## src/rtl/usb_attach_seq_pkg.sv

```systemverilog
package usb_attach_seq_pkg;

  typedef enum logic [1:0] {
    DEV_INIT      = 2'd0,
    DEV_CONNECTED = 2'd1,
    DEV_RESET     = 2'd2,
    DEV_READY     = 2'd3
  } devState_e;

  typedef enum logic [2:0] {
    OP_IDLE,
    OP_RD_IRQ,
    OP_WR_IRQ,
    OP_DECIDE,
    OP_RD_LINE,
    OP_RD_MODE,
    OP_WR_MODE,
    OP_WR_BUSRST
  } op_e;

  typedef enum logic [1:0] {
    FL_SPEED,
    FL_SOF_ON,
    FL_SOF_OFF
  } flavor_e;

  typedef enum logic [1:0] {
    AS_IRQ,
    AS_LINE,
    AS_MODE,
    AS_CTRL
  } addrSel_e;

  typedef enum logic [2:0] {
    DS_ZERO,
    DS_IRQ,
    DS_SPEED,
    DS_SOF_ON,
    DS_SOF_OFF,
    DS_BUSRST
  } dataSel_e;

  typedef struct packed {
    logic     capIrq;
    logic     capLine;
    logic     capMode;
    addrSel_e addrSel;
    dataSel_e dataSel;
  } strobe_t;

endpackage

```

## src/rtl/usb_attach_seq_dp.sv

```systemverilog
module usb_attach_seq_dp
  import usb_attach_seq_pkg::*;
#(
  parameter int ADDR_W     = 5,
  parameter int DATA_W     = 8,
  parameter int IRQ_ADDR   = 25,
  parameter int MODE_ADDR  = 27,
  parameter int CTRL_ADDR  = 29,
  parameter int LINE_ADDR  = 31,
  parameter int BUS_BIT    = 0,
  parameter int SNDBAV_BIT = 3,
  parameter int CONN_BIT   = 5,
  parameter int FRAME_BIT  = 6,
  parameter int J_BIT      = 7,
  parameter int K_BIT      = 6,
  parameter int LOWSPD_BIT = 1,
  parameter int SOFKA_BIT  = 3,
  parameter int BUSRST_BIT = 0,
  parameter int MODE_LOW   = 'hC3,
  parameter int MODE_FULL  = 'hC1
) (
  input  logic              clk,
  input  logic              rstN,
  input  strobe_t           strobe,
  input  logic [DATA_W-1:0] regRdata,
  output logic [ADDR_W-1:0] regAddr,
  output logic [DATA_W-1:0] regWdata,
  output logic              evBus,
  output logic              evSndBav,
  output logic              evConn,
  output logic              evFrame,
  output logic              jkValid
);

  localparam logic [DATA_W-1:0] SOF_MASK    = DATA_W'(1) << SOFKA_BIT;
  localparam logic [DATA_W-1:0] BUSRST_WORD = DATA_W'(1) << BUSRST_BIT;
  localparam logic [DATA_W-1:0] LOW_WORD    = DATA_W'(MODE_LOW);
  localparam logic [DATA_W-1:0] FULL_WORD   = DATA_W'(MODE_FULL);

  logic [DATA_W-1:0] irqQ;
  logic [DATA_W-1:0] modeQ;
  logic              lineJ;
  logic              lineK;
  logic              lowSpeed;

  always_ff @(posedge clk or negedge rstN) begin
    if (!rstN) begin
      irqQ  <= '0;
      modeQ <= '0;
      lineJ <= 1'b0;
      lineK <= 1'b0;
    end else begin
      if (strobe.capIrq) irqQ <= regRdata;
      if (strobe.capMode) modeQ <= regRdata;
      if (strobe.capLine) begin
        lineJ <= regRdata[J_BIT];
        lineK <= regRdata[K_BIT];
      end
    end
  end

  always_comb begin
    evBus    = irqQ[BUS_BIT];
    evSndBav = irqQ[SNDBAV_BIT];
    evConn   = irqQ[CONN_BIT];
    evFrame  = irqQ[FRAME_BIT];
    jkValid  = lineJ ^ lineK;
    lowSpeed = (lineJ & modeQ[LOWSPD_BIT]) | (lineK & ~modeQ[LOWSPD_BIT]);
  end

  always_comb begin
    unique case (strobe.addrSel)
      AS_IRQ:  regAddr = ADDR_W'(IRQ_ADDR);
      AS_LINE: regAddr = ADDR_W'(LINE_ADDR);
      AS_MODE: regAddr = ADDR_W'(MODE_ADDR);
      default: regAddr = ADDR_W'(CTRL_ADDR);
    endcase
  end

  always_comb begin
    case (strobe.dataSel)
      DS_IRQ:     regWdata = irqQ;
      DS_SPEED:   regWdata = lowSpeed ? LOW_WORD : FULL_WORD;
      DS_SOF_ON:  regWdata = modeQ | SOF_MASK;
      DS_SOF_OFF: regWdata = modeQ & ~SOF_MASK;
      DS_BUSRST:  regWdata = BUSRST_WORD;
      default:    regWdata = '0;
    endcase
  end

endmodule

```

## src/rtl/usb_attach_seq_ctrl.sv

```systemverilog
module usb_attach_seq_ctrl
  import usb_attach_seq_pkg::*;
(
  input  logic       clk,
  input  logic       rstN,
  input  logic       intN,
  input  logic       regAck,
  input  logic       evBus,
  input  logic       evSndBav,
  input  logic       evConn,
  input  logic       evFrame,
  input  logic       jkValid,
  output logic       regReq,
  output logic       regWrite,
  output strobe_t    strobe,
  output logic [1:0] devState,
  output logic       enumStart
);

  op_e       opQ;
  flavor_e   flavorQ;
  devState_e stateQ;
  logic      done;

  assign devState = stateQ;

  always_comb begin
    regReq   = (opQ != OP_IDLE) && (opQ != OP_DECIDE);
    regWrite = (opQ == OP_WR_IRQ) || (opQ == OP_WR_MODE) || (opQ == OP_WR_BUSRST);
    done     = regReq && regAck;

    strobe.capIrq  = done && (opQ == OP_RD_IRQ);
    strobe.capLine = done && (opQ == OP_RD_LINE);
    strobe.capMode = done && (opQ == OP_RD_MODE);

    case (opQ)
      OP_RD_LINE:              strobe.addrSel = AS_LINE;
      OP_RD_MODE, OP_WR_MODE:  strobe.addrSel = AS_MODE;
      OP_WR_BUSRST:            strobe.addrSel = AS_CTRL;
      default:                 strobe.addrSel = AS_IRQ;
    endcase

    case (opQ)
      OP_WR_IRQ:    strobe.dataSel = DS_IRQ;
      OP_WR_BUSRST: strobe.dataSel = DS_BUSRST;
      OP_WR_MODE: begin
        case (flavorQ)
          FL_SOF_ON:  strobe.dataSel = DS_SOF_ON;
          FL_SOF_OFF: strobe.dataSel = DS_SOF_OFF;
          default:    strobe.dataSel = DS_SPEED;
        endcase
      end
      default:      strobe.dataSel = DS_ZERO;
    endcase
  end

  always_ff @(posedge clk or negedge rstN) begin
    if (!rstN) begin
      opQ       <= OP_IDLE;
      flavorQ   <= FL_SPEED;
      stateQ    <= DEV_INIT;
      enumStart <= 1'b0;
    end else begin
      enumStart <= 1'b0;
      case (opQ)
        OP_IDLE: begin
          if (!intN) opQ <= OP_RD_IRQ;
        end
        OP_RD_IRQ: begin
          if (done) opQ <= OP_WR_IRQ;
        end
        OP_WR_IRQ: begin
          if (done) opQ <= OP_DECIDE;
        end
        OP_DECIDE: begin
          if (stateQ == DEV_INIT && evConn) begin
            flavorQ <= FL_SPEED;
            opQ     <= OP_RD_LINE;
          end else if (stateQ == DEV_CONNECTED && evBus) begin
            flavorQ <= FL_SOF_ON;
            opQ     <= OP_RD_MODE;
          end else if (stateQ == DEV_RESET && evFrame && evSndBav) begin
            flavorQ <= FL_SOF_OFF;
            opQ     <= OP_RD_MODE;
          end else if (stateQ != DEV_INIT && evConn) begin
            stateQ <= DEV_INIT;
            opQ    <= OP_IDLE;
          end else begin
            opQ <= OP_IDLE;
          end
        end
        OP_RD_LINE: begin
          if (done) opQ <= OP_RD_MODE;
        end
        OP_RD_MODE: begin
          if (done) begin
            if (flavorQ == FL_SPEED && !jkValid) opQ <= OP_IDLE;
            else opQ <= OP_WR_MODE;
          end
        end
        OP_WR_MODE: begin
          if (done) begin
            case (flavorQ)
              FL_SOF_ON: begin
                stateQ <= DEV_RESET;
                opQ    <= OP_IDLE;
              end
              FL_SOF_OFF: begin
                stateQ    <= DEV_READY;
                enumStart <= 1'b1;
                opQ       <= OP_IDLE;
              end
              default: opQ <= OP_WR_BUSRST;
            endcase
          end
        end
        OP_WR_BUSRST: begin
          if (done) begin
            stateQ <= DEV_CONNECTED;
            opQ    <= OP_IDLE;
          end
        end
        default: opQ <= OP_IDLE;
      endcase
    end
  end

endmodule

```

## src/rtl/usb_attach_seq.sv

```systemverilog
module usb_attach_seq
  import usb_attach_seq_pkg::*;
#(
  parameter int ADDR_W     = 5,
  parameter int DATA_W     = 8,
  parameter int IRQ_ADDR   = 25,
  parameter int MODE_ADDR  = 27,
  parameter int CTRL_ADDR  = 29,
  parameter int LINE_ADDR  = 31,
  parameter int BUS_BIT    = 0,
  parameter int SNDBAV_BIT = 3,
  parameter int CONN_BIT   = 5,
  parameter int FRAME_BIT  = 6,
  parameter int J_BIT      = 7,
  parameter int K_BIT      = 6,
  parameter int LOWSPD_BIT = 1,
  parameter int SOFKA_BIT  = 3,
  parameter int BUSRST_BIT = 0,
  parameter int MODE_LOW   = 'hC3,
  parameter int MODE_FULL  = 'hC1
) (
  input  logic              clk,
  input  logic              rstN,
  input  logic              intN,
  output logic              regReq,
  output logic              regWrite,
  output logic [ADDR_W-1:0] regAddr,
  output logic [DATA_W-1:0] regWdata,
  input  logic              regAck,
  input  logic [DATA_W-1:0] regRdata,
  output logic [1:0]        devState,
  output logic              enumStart
);

  strobe_t strobe;
  logic    evBus;
  logic    evSndBav;
  logic    evConn;
  logic    evFrame;
  logic    jkValid;

  usb_attach_seq_ctrl ctrl (
    .clk      (clk),
    .rstN     (rstN),
    .intN     (intN),
    .regAck   (regAck),
    .evBus    (evBus),
    .evSndBav (evSndBav),
    .evConn   (evConn),
    .evFrame  (evFrame),
    .jkValid  (jkValid),
    .regReq   (regReq),
    .regWrite (regWrite),
    .strobe   (strobe),
    .devState (devState),
    .enumStart(enumStart)
  );

  usb_attach_seq_dp #(
    .ADDR_W    (ADDR_W),
    .DATA_W    (DATA_W),
    .IRQ_ADDR  (IRQ_ADDR),
    .MODE_ADDR (MODE_ADDR),
    .CTRL_ADDR (CTRL_ADDR),
    .LINE_ADDR (LINE_ADDR),
    .BUS_BIT   (BUS_BIT),
    .SNDBAV_BIT(SNDBAV_BIT),
    .CONN_BIT  (CONN_BIT),
    .FRAME_BIT (FRAME_BIT),
    .J_BIT     (J_BIT),
    .K_BIT     (K_BIT),
    .LOWSPD_BIT(LOWSPD_BIT),
    .SOFKA_BIT (SOFKA_BIT),
    .BUSRST_BIT(BUSRST_BIT),
    .MODE_LOW  (MODE_LOW),
    .MODE_FULL (MODE_FULL)
  ) dp (
    .clk     (clk),
    .rstN    (rstN),
    .strobe  (strobe),
    .regRdata(regRdata),
    .regAddr (regAddr),
    .regWdata(regWdata),
    .evBus   (evBus),
    .evSndBav(evSndBav),
    .evConn  (evConn),
    .evFrame (evFrame),
    .jkValid (jkValid)
  );

endmodule

```

## config.mk

```make
export PLATFORM = sky130hd
export DESIGN_NAME = usb_attach_seq
export DESIGN_NICKNAME = d
export VERILOG_FILES = /design/src/rtl/usb_attach_seq_pkg.sv /design/src/rtl/usb_attach_seq_dp.sv /design/src/rtl/usb_attach_seq_ctrl.sv /design/src/rtl/usb_attach_seq.sv
export SDC_FILE = /design/constraint.sdc
export NUM_CORES = 1
export LEC_CHECK = 0
export ABC_AREA = 0
export CORE_AREA = 3 3 57 59
export CTS_BUF_LIST = sky130_fd_sc_hd__clkbuf_4 sky130_fd_sc_hd__clkbuf_8
export CTS_CLUSTER_SIZE = 16
export DETAILED_ROUTE_END_ITERATION = 12
export DIE_AREA = 0 0 60 62
export PLACE_DENSITY = 0.83
export SLEW_MARGIN = 5
export SYNTH_ARGS = -nofsm -noshare
export SYNTH_HDL_FRONTEND = slang
export SYNTH_SLANG_ARGS = --single-unit
export TNS_END_PERCENT = 10
```

## constraint.sdc

```tcl
create_clock -name clk -period 5.4 [get_ports clk]
set_input_delay 1.08 -clock clk [delete_from_list [all_inputs] [get_ports clk]]
set_output_delay 1.08 -clock clk [all_outputs]
set_load 0.05 [all_outputs]
```

==> results of run 1 <==
## layout make-up
class,instances,share of cell area
repair buffers,26,0.144
well taps,31,0.0215
clock inverters,1,0.00485
clock buffers,3,0.0125
inverters,6,0.0125
flip-flops and latches,25,0.347
multi-input cells,102,0.458
## cell families after synthesis
group / after synthesis
compound gates: 43
xor+xnor: 2
fa+ha+maj: 4
buf+inv: 16
flops: 25
mux: 19
other cells: 1
simple gates: 31
## through the flow
| stage | hold slack (ns) | instances |
|---|---|---|
| after floorplan | 0.479 | 143 |
| after global placement | 0.491 | 190 |
| after detailed placement | 0.496 | 190 |
| after CTS | 0.530 | 194 |
| after global routing | 0.554 | 194 |
| final | 0.530 | 194 |
## Yosys cell counts, types with 4 or more instances
cell and count:
mux2_2 17, inv_1 5, nand2_1 7, o21ai_0 8, a21oi_1 12, nor2_1 5
ha_1 4, dfrtp_1 25, buf_4 4
## power groups by stage
stage / logic, uW / registers, uW / clock network (uW)
after global placement: 637 / 395 / 0
after global routing: 695 / 415 / 104
after floorplan: 530 / 340 / 0
after detailed placement: 651 / 400 / 0
final: 651 / 398 / 91.6
after CTS: 655 / 396 / 94.3
## worst register-to-register path: cells and delay by family, from the launching register on
family	cells	cell delay, ns
DFF	1	0.76
muxes	1	0.38
buffers and inverters	1	0.24
and+or+nand+nor	1	0.47
## flip-flops by register name, indices dropped and copies added, names as in the netlist
name / flops
dp.modeQ: 7
ctrl.enumStart: 1
ctrl.devState: 2
dp.irqQ: 8
dp.lineJ: 1
ctrl.opQ: 3
dp.lineK: 1
ctrl.flavorQ: 2
## how the worst min path moves through the flow
stage                 from          end  slack [ns]  cells after the start
6_report        dp.irqQ[7]   dp.irqQ[7]        0.53                      1
3_3_place_gp   dp.modeQ[5]  dp.modeQ[5]        0.49                      1
2_1_floorplan  dp.modeQ[1]  dp.modeQ[1]        0.48                      1
3_5_place_dp   dp.modeQ[6]  dp.modeQ[6]        0.50                      1
4_1_cts        dp.modeQ[6]  dp.modeQ[6]        0.53                      1
5_1_grt        dp.modeQ[5]  dp.modeQ[5]        0.55                      1
## metal layers
layer,track usage,part of all wire,vias up
li1,-,-,567
met1,0.247,0.45,579
met2,0.293,0.48,46
met3,0.0434,0.061,4
met4,0.0665,0.011,0
met5,0,0,-
==> results by group, run 1 <==
STA
  • Final Hold Fails: 0
  • Setup TNS Final: 0 ns
  • Fmax: between 200 and 250 MHz
  • Least-Margin Pin Slew: around 1.1 ns
  • Clock Skew: between 0.005 and 0.006 ns
  • Final setup violation count: 0
  • Final Max Tran Viols: 0
  • Max transition margin: 0.274
  • Worst Setup Slack, final: approximately 1.4 ns
  • RSZ-0062 raised after global routing: no
  • Min Tclk post-route: between 4 and 5 ns
  • Period utilization: 0.745

Outcome
  • Status: completed

Synthesis
  • Post-synth EDFFs: 0
  • Cell taking the most area after synthesis: dfrtp_1
  • Mean post-synth cell area: between 10 and 15 um2
  • FF+latch count, synth: 25
  • Synth Area in Compound Gates: 0.195
  • Cells after Synth: 141
  • Yosys warnings: 0
  • Cell area after synthesis: 1550 um2
  • Post-synthesis adder-cell area fraction: 0.0323
  • Mux cell area share after synthesis: 0.136
  • Sequential fraction of the synthesis area: 0.403
  • Largest family of logic cells by synthesized area: compound AO/OA/AOI/OAI gates
  • Share of the synthesized area in the top cell type: 0.403
  • Async SR Flop Fraction: 1.00
  • Simple-Gate Fraction of Synth Area: 0.151
  • Top FF cell, synth: dfrtp_1
  • Xor/xnor share of the synthesized area: 0.0113
  • Area contributors post-synth: dfrtp_1 (40%), mux2_2 (12%), a21oi_1 (3.9%)
  • Netlist cell types: 47

Clock tree
  • Clk buf depth: 2
  • Clk slew on worst S/H paths: ~0.15 ns
  • CTS Hold Bufs: 0
  • Clk Latency, worst-skew pair: 0.33 ns
  • CTS Root Cell: clkbuf_4
  • H-tree depth: 1
  • Cts repair resizes: 0
  • CTS tree: done
  • Setup Buffers After CTS: 0
  • TritonCTS Buffers: 3
  • Clock sinks: 25

Critical path
  • CP peak stage delay: 0.82 ns
  • Data arrival, critical path: between 2 and 3 ns
  • R2R depth: 3
  • Critical Path End: regWdata[1]
  • Critical path cell sequence: inv_1, ha_1, or3b_4, a21oi_4, a21oi_1, o21ai_1, clkdlybuf4s50_1
  • RR Endpoint: dp.lineK
  • WP depth: 7
  • Worst R2R Setup Slack: approximately 3.5 ns
  • Worst r2r src: ctrl.opQ[2]
  • Crit path max-delay family: buffers and inverters
  • Slowest-stage cell, CP: clkdlybuf4s50_1
  • Crit path kind: flop to primary output
  • Crit path launch: ctrl.flavorQ[1]
  • Buf/Inv on CP: 2
  • CP Launch Type: flop
  • Element type at the critical path end: primary output
  • CP Max Fanout: 7
  • Worst EP required: between 4 and 5 ns

Route
  • Drt via density: between 6 and 7
  • Drt first pass iters: 4
  • Antenna Nets Post-Route: 0
  • Post-Route WL: 3120 um
  • Total number of vias: ~1200
  • Initial detailed-routing violation count: 32
  • Routed WL per cell: between 15 and 20 um
  • DRC violation count after routing: 0

Placement
  • Placed Area: around 1800 um2
  • Port bufs: 26
  • Dpl hpwl: 2270 um
  • Pre-CTS setup slack: between 1.5 and 2 ns
  • Routability cong.: approximately 0.86

Final layout
  • N_diodes: 0
  • Fill cells: a little over 200
  • Area growth from synthesis to layout: 16.4%
  • Utilization after layout: 0.655
  • Register area: about 630 um2
  • Commonest non-fill, non-tap cell in the layout: clkdlybuf4s50_1
  • # nets final: 180
  • Most frequent cells in the layout: clkdlybuf4s50_1 (26), dfrtp_1 (25), mux2_2 (17), a21oi_1 (12), o21ai_0 (8)
  • Final Instance Area: approximately 1800 um2
  • Share of cells above drive strength 1: 0.202
  • Footprint of the multi-input gates: roughly 830 um2

GRT
  • Antenna violations before repair: 0
  • Global route total overflow: 0
  • Largest net degree at the start of global routing: 26
  • First-pass GRT wire length: roughly 5100 um
  • GRT Total Usage: 0.184
  • Number of global-route vias before repair: roughly 1100

Power
  • PD cells: 632 nW/um2
  • P_int: slightly below 600 uW
  • Sw frac: 0.489
  • Clock group share of total power: 0.080
  • NetSw: 559 uW
  • Design Power: 1140 uW
  • Comb pwr share: 0.571
  • Maximum VDD drop: 0.435 mV
  • Reg power frac: 0.349
  • Leakage: 0.000742 uW

Floorplan
  • Die Span Y: 62 um
  • I/O Pins: 30
  • Initial Util: 0.563
  • Die area: ~3700 um2
  • Num rows: 19
  • Die X: ~60 um
  • Core ar.: between 2000 and 3000 um2

Run
  • MaxCap Viol Count: 0

Worst hold path
  • Hold WC Path Type: flop to flop
(Power assumes the default switching activity.)
==> run 2, diff against run 1 <==
--- a/config.mk
+++ b/config.mk
@@ -6,12 +6,12 @@
 export NUM_CORES = 1
 export LEC_CHECK = 0
 export ABC_AREA = 0
-export CORE_AREA = 3 3 57 59
+export CORE_AREA = 3 3 59 61
 export CTS_BUF_LIST = sky130_fd_sc_hd__clkbuf_4 sky130_fd_sc_hd__clkbuf_8
 export CTS_CLUSTER_SIZE = 16
 export DETAILED_ROUTE_END_ITERATION = 12
-export DIE_AREA = 0 0 60 62
-export PLACE_DENSITY = 0.83
+export DIE_AREA = 0 0 62 64
+export PLACE_DENSITY = 0.78
 export SLEW_MARGIN = 5
 export SYNTH_ARGS = -nofsm -noshare
 export SYNTH_HDL_FRONTEND = slang
==> constraint.sdc (replaced) <==
create_clock -name clk -period 4.15 [get_ports clk]
set_input_delay 0.83 -clock clk [delete_from_list [all_inputs] [get_ports clk]]
set_output_delay 0.83 -clock clk [all_outputs]
set_load 0.05 [all_outputs]
==> run 2 against run 1 <==
Cell count up 6.7%. Sequential share of layout area down 0.29 points. Design area up 0.83%. Critical path type unchanged. Largest cell class unchanged. Non-clock buffer count unchanged.
==> results by group, run 2 (same netlist as run 1, synthesis figures left out) <==
Outcome
  • Status: completed

Floorplan
  • Die X: 62 um (+3.3%)
  • Die Span Y: 64 um (+3.2%)
  • I/O Pins: 30 (unchanged)
  • Initial Util: 0.512 (-0.0502)
  • Num rows: 20 (+1)
  • Core ar.: 3030 um2 (+9.8%)
  • Die area: 3970 um2 (+6.7%)

Critical path
  • Critical path cell sequence: inv_1, ha_1, nand3b_1, a21oi_1, a22o_2, clkdlybuf4s50_1
  • Slowest-stage cell, CP: clkdlybuf4s50_1
  • Crit path launch: ctrl.flavorQ[0]
  • CP Max Fanout: 7 (unchanged)
  • Worst r2r src: ctrl.opQ[2]
  • CP Launch Type: flop
  • Worst R2R Setup Slack: 2.21 ns (-1.25 ns)
  • CP peak stage delay: 0.80 ns (-0.02 ns)
  • Element type at the critical path end: primary output
  • Data arrival, critical path: 2.90 ns (-0.04 ns)
  • R2R depth: 3 (unchanged)
  • Worst EP required: 3.32 ns (-1.00 ns)
  • Critical Path End: regWdata[4]
  • RR Endpoint: dp.lineK
  • Crit path kind: flop to primary output

STA
  • Least-Margin Pin Slew: 1.09 ns (+0.00655 ns)
  • Max transition margin: 0.270 (-0.00438)
  • Fmax: 268 MHz
  • Clock Skew: 0.00174 ns (-0.00358 ns)
  • Min Tclk post-route: 3.73 ns
  • Worst Setup Slack, final: 0.416 ns (-0.960 ns)
  • Final setup violation count: 0 (unchanged)
  • Final Hold Fails: 0 (unchanged)
  • RSZ-0062 raised after global routing: no
  • Setup TNS Final: 0 ns (unchanged)
  • Period utilization: 0.900
  • Final Max Tran Viols: 0 (unchanged)

GRT
  • GRT Total Usage: 0.177 (-0.00766)
  • Antenna violations before repair: 0 (unchanged)
  • Number of global-route vias before repair: 1179 (+7.1%)
  • First-pass GRT wire length: 5400 um (+5.9%)
  • Largest net degree at the start of global routing: 26 (unchanged)
  • Global route total overflow: 0 (unchanged)

Power
  • Clock group share of total power: 0.076 (-0.004)
  • Maximum VDD drop: 0.367 mV (-16%)
  • Comb pwr share: 0.574 (+0.003)
  • Reg power frac: 0.351 (+0.002)
  • P_int: 755 uW (+30%)
  • Sw frac: 0.488 (-0.00160)
  • PD cells: 810 nW/um2 (+28%)
  • NetSw: 719 uW (+29%)
  • Leakage: 0.000738 uW (-0.59%)

Final layout
  • N_diodes: 0 (unchanged)
  • Largest regs: dp.irqQ (8), dp.modeQ (7), ctrl.opQ (3)
  • Most frequent cells in the layout: clkdlybuf4s50_1 (26), dfrtp_1 (25), mux2_2 (17), a21oi_1 (12), o21ai_0 (8)
  • Max reg flops: 8 (unchanged)
  • Area growth from synthesis to layout: 17.3%
  • # nets final: 180 (unchanged)
  • Share of cells above drive strength 1: 0.202 (unchanged)
  • Final Instance Area: 1820 um2 (+0.83%)
  • Biggest register: dp.irqQ
  • Commonest non-fill, non-tap cell in the layout: clkdlybuf4s50_1

Clock tree
  • Clk slew on worst S/H paths: 0.14 ns (about the same)
  • CTS tree: done
  • Clk buf depth: 2 (unchanged)
  • H-tree depth: 1 (unchanged)
  • CTS Hold Bufs: 0 (unchanged)
  • Clk Latency, worst-skew pair: 0.32 ns (about the same)
  • TritonCTS Buffers: 3 (unchanged)
  • Clock sinks: 25 (unchanged)
  • Cts repair resizes: 0 (unchanged)
  • Setup Buffers After CTS: 0 (unchanged)
  • CTS Root Cell: clkbuf_4

Placement
  • Pre-CTS setup slack: 0.797 ns (-0.999 ns)
  • Port bufs: 26 (unchanged)
  • Routability cong.: 0.853 (-0.55%)
  • Placed Area: 1790 um2 (+0.92%)
  • Dpl hpwl: 2290 um (+0.88%)

Route
  • Post-Route WL: 3130 um (+0.35%)
  • DRC violation count after routing: 0 (unchanged)
  • Total number of vias: 1179 (-1.4%)
  • Antenna Nets Post-Route: 0 (unchanged)
  • Drt via density: 5.70 (-7.6%)
  • Drt first pass iters: 5 (+1)
  • Initial detailed-routing violation count: 94 (+190%)
  • Routed WL per cell: 15.1 um (-5.9%)

Run
  • MaxCap Viol Count: 0 (unchanged)

Worst hold path
  • Hold WC Path Type: flop to flop
==> run 2: layer usage <==
layer  part of all wire  up-vias  track usage
li1                   -      561            -
met1               0.44      582        0.242
met2               0.51       34        0.281
met3              0.047        2       0.0222
met4             0.0067        0       0.0610
met5                  0        -            0
==> run 2: worst min-delay path by stage <==
stage,from,to,slack [ns],cells past startpoint
final,dp.modeQ[2],dp.modeQ[2],0.52,1
after global routing,dp.modeQ[1],dp.modeQ[1],0.54,1
after floorplan,dp.modeQ[1],dp.modeQ[1],0.48,1
after global placement,dp.modeQ[6],dp.modeQ[6],0.49,1
after detailed placement,dp.modeQ[1],dp.modeQ[1],0.49,1
after CTS,dp.modeQ[1],dp.modeQ[1],0.53,1
==> run 2: stage by stage <==
step	power (uW)	std cells	util	hold slack, ns
floorplan	1130	143	-	0.479
global placement	1340	203	0.591	0.487
detailed placement	1370	203	0.591	0.494
CTS	1480	207	0.601	0.526
global route	1580	207	0.601	0.539
finish	1470	207	0.601	0.522
==> run 2: area by class of cell <==
class | instances | area, um2
Inverter | 6 | 22.5
Clock inverter | 1 | 7.51
Tap cell | 44 | 55.1
Timing Repair Buffer | 26 | 260
Sequential cell | 25 | 626
Clock buffer | 3 | 22.5
Fill cell | 256 | 1210
Multi-Input combinational cell | 102 | 827
==> run 2: power groups by stage <==
stage | Clock [uW] | Combinational [uW] | Sequential (uW)
finish | 112 | 846 | 517
global route | 127 | 912 | 544
CTS | 116 | 851 | 517
detailed placement | 0 | 847 | 522
global placement | 0 | 831 | 512
floorplan | 0 | 690 | 442
==> run 2: worst max-delay path, delay by kind of cell, from the launching register on <==
kind / cells / cell delay (ns)
buf+inv: 2 / 0.89
compound gates: 2 / 0.78
simple gates: 1 / 0.19
fa+ha+maj: 1 / 0.30
flops: 1 / 0.42
==> run 3, diff against run 2 <==
--- a/config.mk
+++ b/config.mk
@@ -12,6 +12,7 @@
 export DETAILED_ROUTE_END_ITERATION = 12
 export DIE_AREA = 0 0 62 64
 export PLACE_DENSITY = 0.78
+export RECOVER_POWER = 25
 export SLEW_MARGIN = 5
 export SYNTH_ARGS = -nofsm -noshare
 export SYNTH_HDL_FRONTEND = slang
==> run 3 against run 2 <==
Cell count unchanged. Clock power hardly changed. Hold slack did not move. Critical path depth stayed put. Total power about the same. Critical path type unchanged. Critical endpoint unchanged. Largest power group unchanged.
==> results by group, run 3 (same netlist as run 1, synthesis figures left out) <==
Clock tree
  • Cts repair resizes: 0 (unchanged)
  • CTS Hold Bufs: 0 (unchanged)
  • CTS tree: done
  • TritonCTS Buffers: 3 (unchanged)
  • Clk buf depth: 2 (unchanged)
  • Setup Buffers After CTS: 0 (unchanged)
  • Clock sinks: 25 (unchanged)
  • H-tree depth: 1 (unchanged)
  • Clk slew on worst S/H paths: 0.14 ns (about the same)
  • CTS Root Cell: clkbuf_4
  • Clk Latency, worst-skew pair: 0.32 ns (about the same)

Critical path
  • Slowest-stage cell, CP: clkdlybuf4s50_1
  • Worst EP required: 3.32 ns (about the same)
  • CP Max Fanout: 7 (unchanged)
  • Element type at the critical path end: primary output
  • Data arrival, critical path: 2.91 ns (about the same)
  • Crit path max-delay family: buffers and inverters
  • Critical path cell sequence: inv_1, ha_1, nand3b_1, a21oi_1, a22o_2, clkdlybuf4s50_1
  • Crit path kind: flop to primary output
  • Buf/Inv on CP: 2 (unchanged)
  • CP Launch Type: flop
  • CP peak stage delay: 0.80 ns (about the same)

STA
  • Fmax: 268 MHz (about the same)
  • RSZ-0062 raised after global routing: no
  • Max transition margin: 0.262 (-0.00744)
  • Worst Setup Slack, final: 0.414 ns (-0.00194 ns)
  • Setup TNS Final: 0 ns (unchanged)
  • Clock Skew: 0.00311 ns (+0.00137 ns)
  • Final setup violation count: 0 (unchanged)
  • Period utilization: 0.900 (about the same)
  • Least-Margin Pin Slew: 1.10 ns (+0.0109 ns)
  • Final Max Tran Viols: 0 (unchanged)
  • Final Hold Fails: 0 (unchanged)
  • Min Tclk post-route: 3.74 ns (+0.00194 ns)

Outcome
  • Status: completed

Final layout
  • Post-Layout Cell Count: 207 (unchanged)
  • N_diodes: 0 (unchanged)
  • Biggest register: dp.irqQ
  • Final Instance Area: 1820 um2 (unchanged)
  • Commonest non-fill, non-tap cell in the layout: dfrtp_1
  • Largest regs: dp.irqQ (8), dp.modeQ (7), ctrl.opQ (3)
  • Most frequent cells in the layout: dfrtp_1 (25), clkdlybuf4s50_1 (24), mux2_2 (17), a21oi_1 (12), o21ai_0 (8)
  • Share of cells above drive strength 1: 0.196 (-0.00613)
  • Max reg flops: 8 (unchanged)
  • # nets final: 180 (unchanged)
  • Utilization after layout: 0.601 (unchanged)
  • Area growth from synthesis to layout: 17.3% (unchanged)

Route
  • Initial detailed-routing violation count: 96 (+2.1%)
  • Antenna Nets Post-Route: 0 (unchanged)
  • Routed WL per cell: 15.1 um (about the same)
  • Post-Route WL: 3120 um (about the same)
  • DRC violation count after routing: 0 (unchanged)
  • Total number of vias: 1178 (-0.085%)
  • Drt via density: 5.69 (about the same)
  • Drt first pass iters: 5 (unchanged)

Floorplan
  • Core ar.: 3030 um2 (unchanged)
  • Initial Util: 0.512 (unchanged)
  • I/O Pins: 30 (unchanged)
  • Num rows: 20 (unchanged)
  • Die area: 3970 um2 (unchanged)
  • Die Span Y: 64 um (unchanged)
  • Die X: 62 um (unchanged)

Power
  • PD cells: 810 nW/um2 (about the same)
  • Leakage: 0.000739 uW (+0.22%)
  • Maximum VDD drop: 0.367 mV (about the same)

Placement
  • Port bufs: 26 (unchanged)
  • Dpl hpwl: 2290 um (unchanged)
  • Pre-CTS setup slack: 0.797 ns (unchanged)
  • Placed Area: 1790 um2 (unchanged)
  • Routability cong.: 0.853 (unchanged)
  • Placed cells: 203 (unchanged)

Run
  • MaxCap Viol Count: 0 (unchanged)

GRT
  • Number of global-route vias before repair: 1179 (unchanged)
  • Global route total overflow: 0 (unchanged)
  • First-pass GRT wire length: 5400 um (unchanged)
  • Largest net degree at the start of global routing: 26 (unchanged)
  • Antenna violations before repair: 0 (unchanged)
  • GRT Total Usage: 0.177 (unchanged)

Worst hold path
  • Hold WC Path Type: flop to flop
==> run 3: worst register-to-register path: stages, from the launching register on <==
cell	delay [ns]
dfrtp_1	0.78
inv_1	0.24
nor4_1	0.44
mux2_2	0.39
==> run 3: cell type report <==
cell class | instances | area, um2
fill | 256 | 1210
multi-input combinational | 102 | 827
sequential | 25 | 626
timing repair buffer | 26 | 260
tap | 44 | 55.1
clock buffer | 3 | 22.5
inverter | 6 | 22.5
clock inverter | 1 | 7.51
==> run 3: power by group <==
group	internal, uW	switching (uW)
registers	355	162
clock network	36.8	75.3
logic	362	483
total	755	720
==> run 3: per-stage QoR <==
step           total power (uW)  hold WS, ns
6_report                   1470        0.522
5_1_grt                    1580        0.539
4_1_cts                    1480        0.526
3_5_place_dp               1370        0.494
3_3_place_gp               1340        0.487
2_1_floorplan              1130        0.479
==> run 3: layer usage <==
layer  part of all wire  wire length, um  GRT usage  vias up
met5                  0                0          0        -
met2               0.50             1570      0.281       32
met3              0.045              141     0.0222        2
li1                   -                -          -      561
met4             0.0067               21     0.0610        0
met1               0.44             1390      0.242      583
==> run 3: worst paths after layout <==
kind                                 startpoint               end  slack, ns  cells after the start
worst min register to register      dp.modeQ[2]       dp.modeQ[2]       0.52                      1
worst max register to register      ctrl.opQ[2]          dp.lineK       2.20                      3
min in group asynchronous                  rstN  ctrl.devState[0]       1.15                      1
max in group asynchronous                  rstN       dp.modeQ[1]       2.35                      1
worst min-delay path                dp.modeQ[2]       dp.modeQ[2]       0.52                      1
worst max-delay path            ctrl.flavorQ[0]       regWdata[4]       0.41                      6
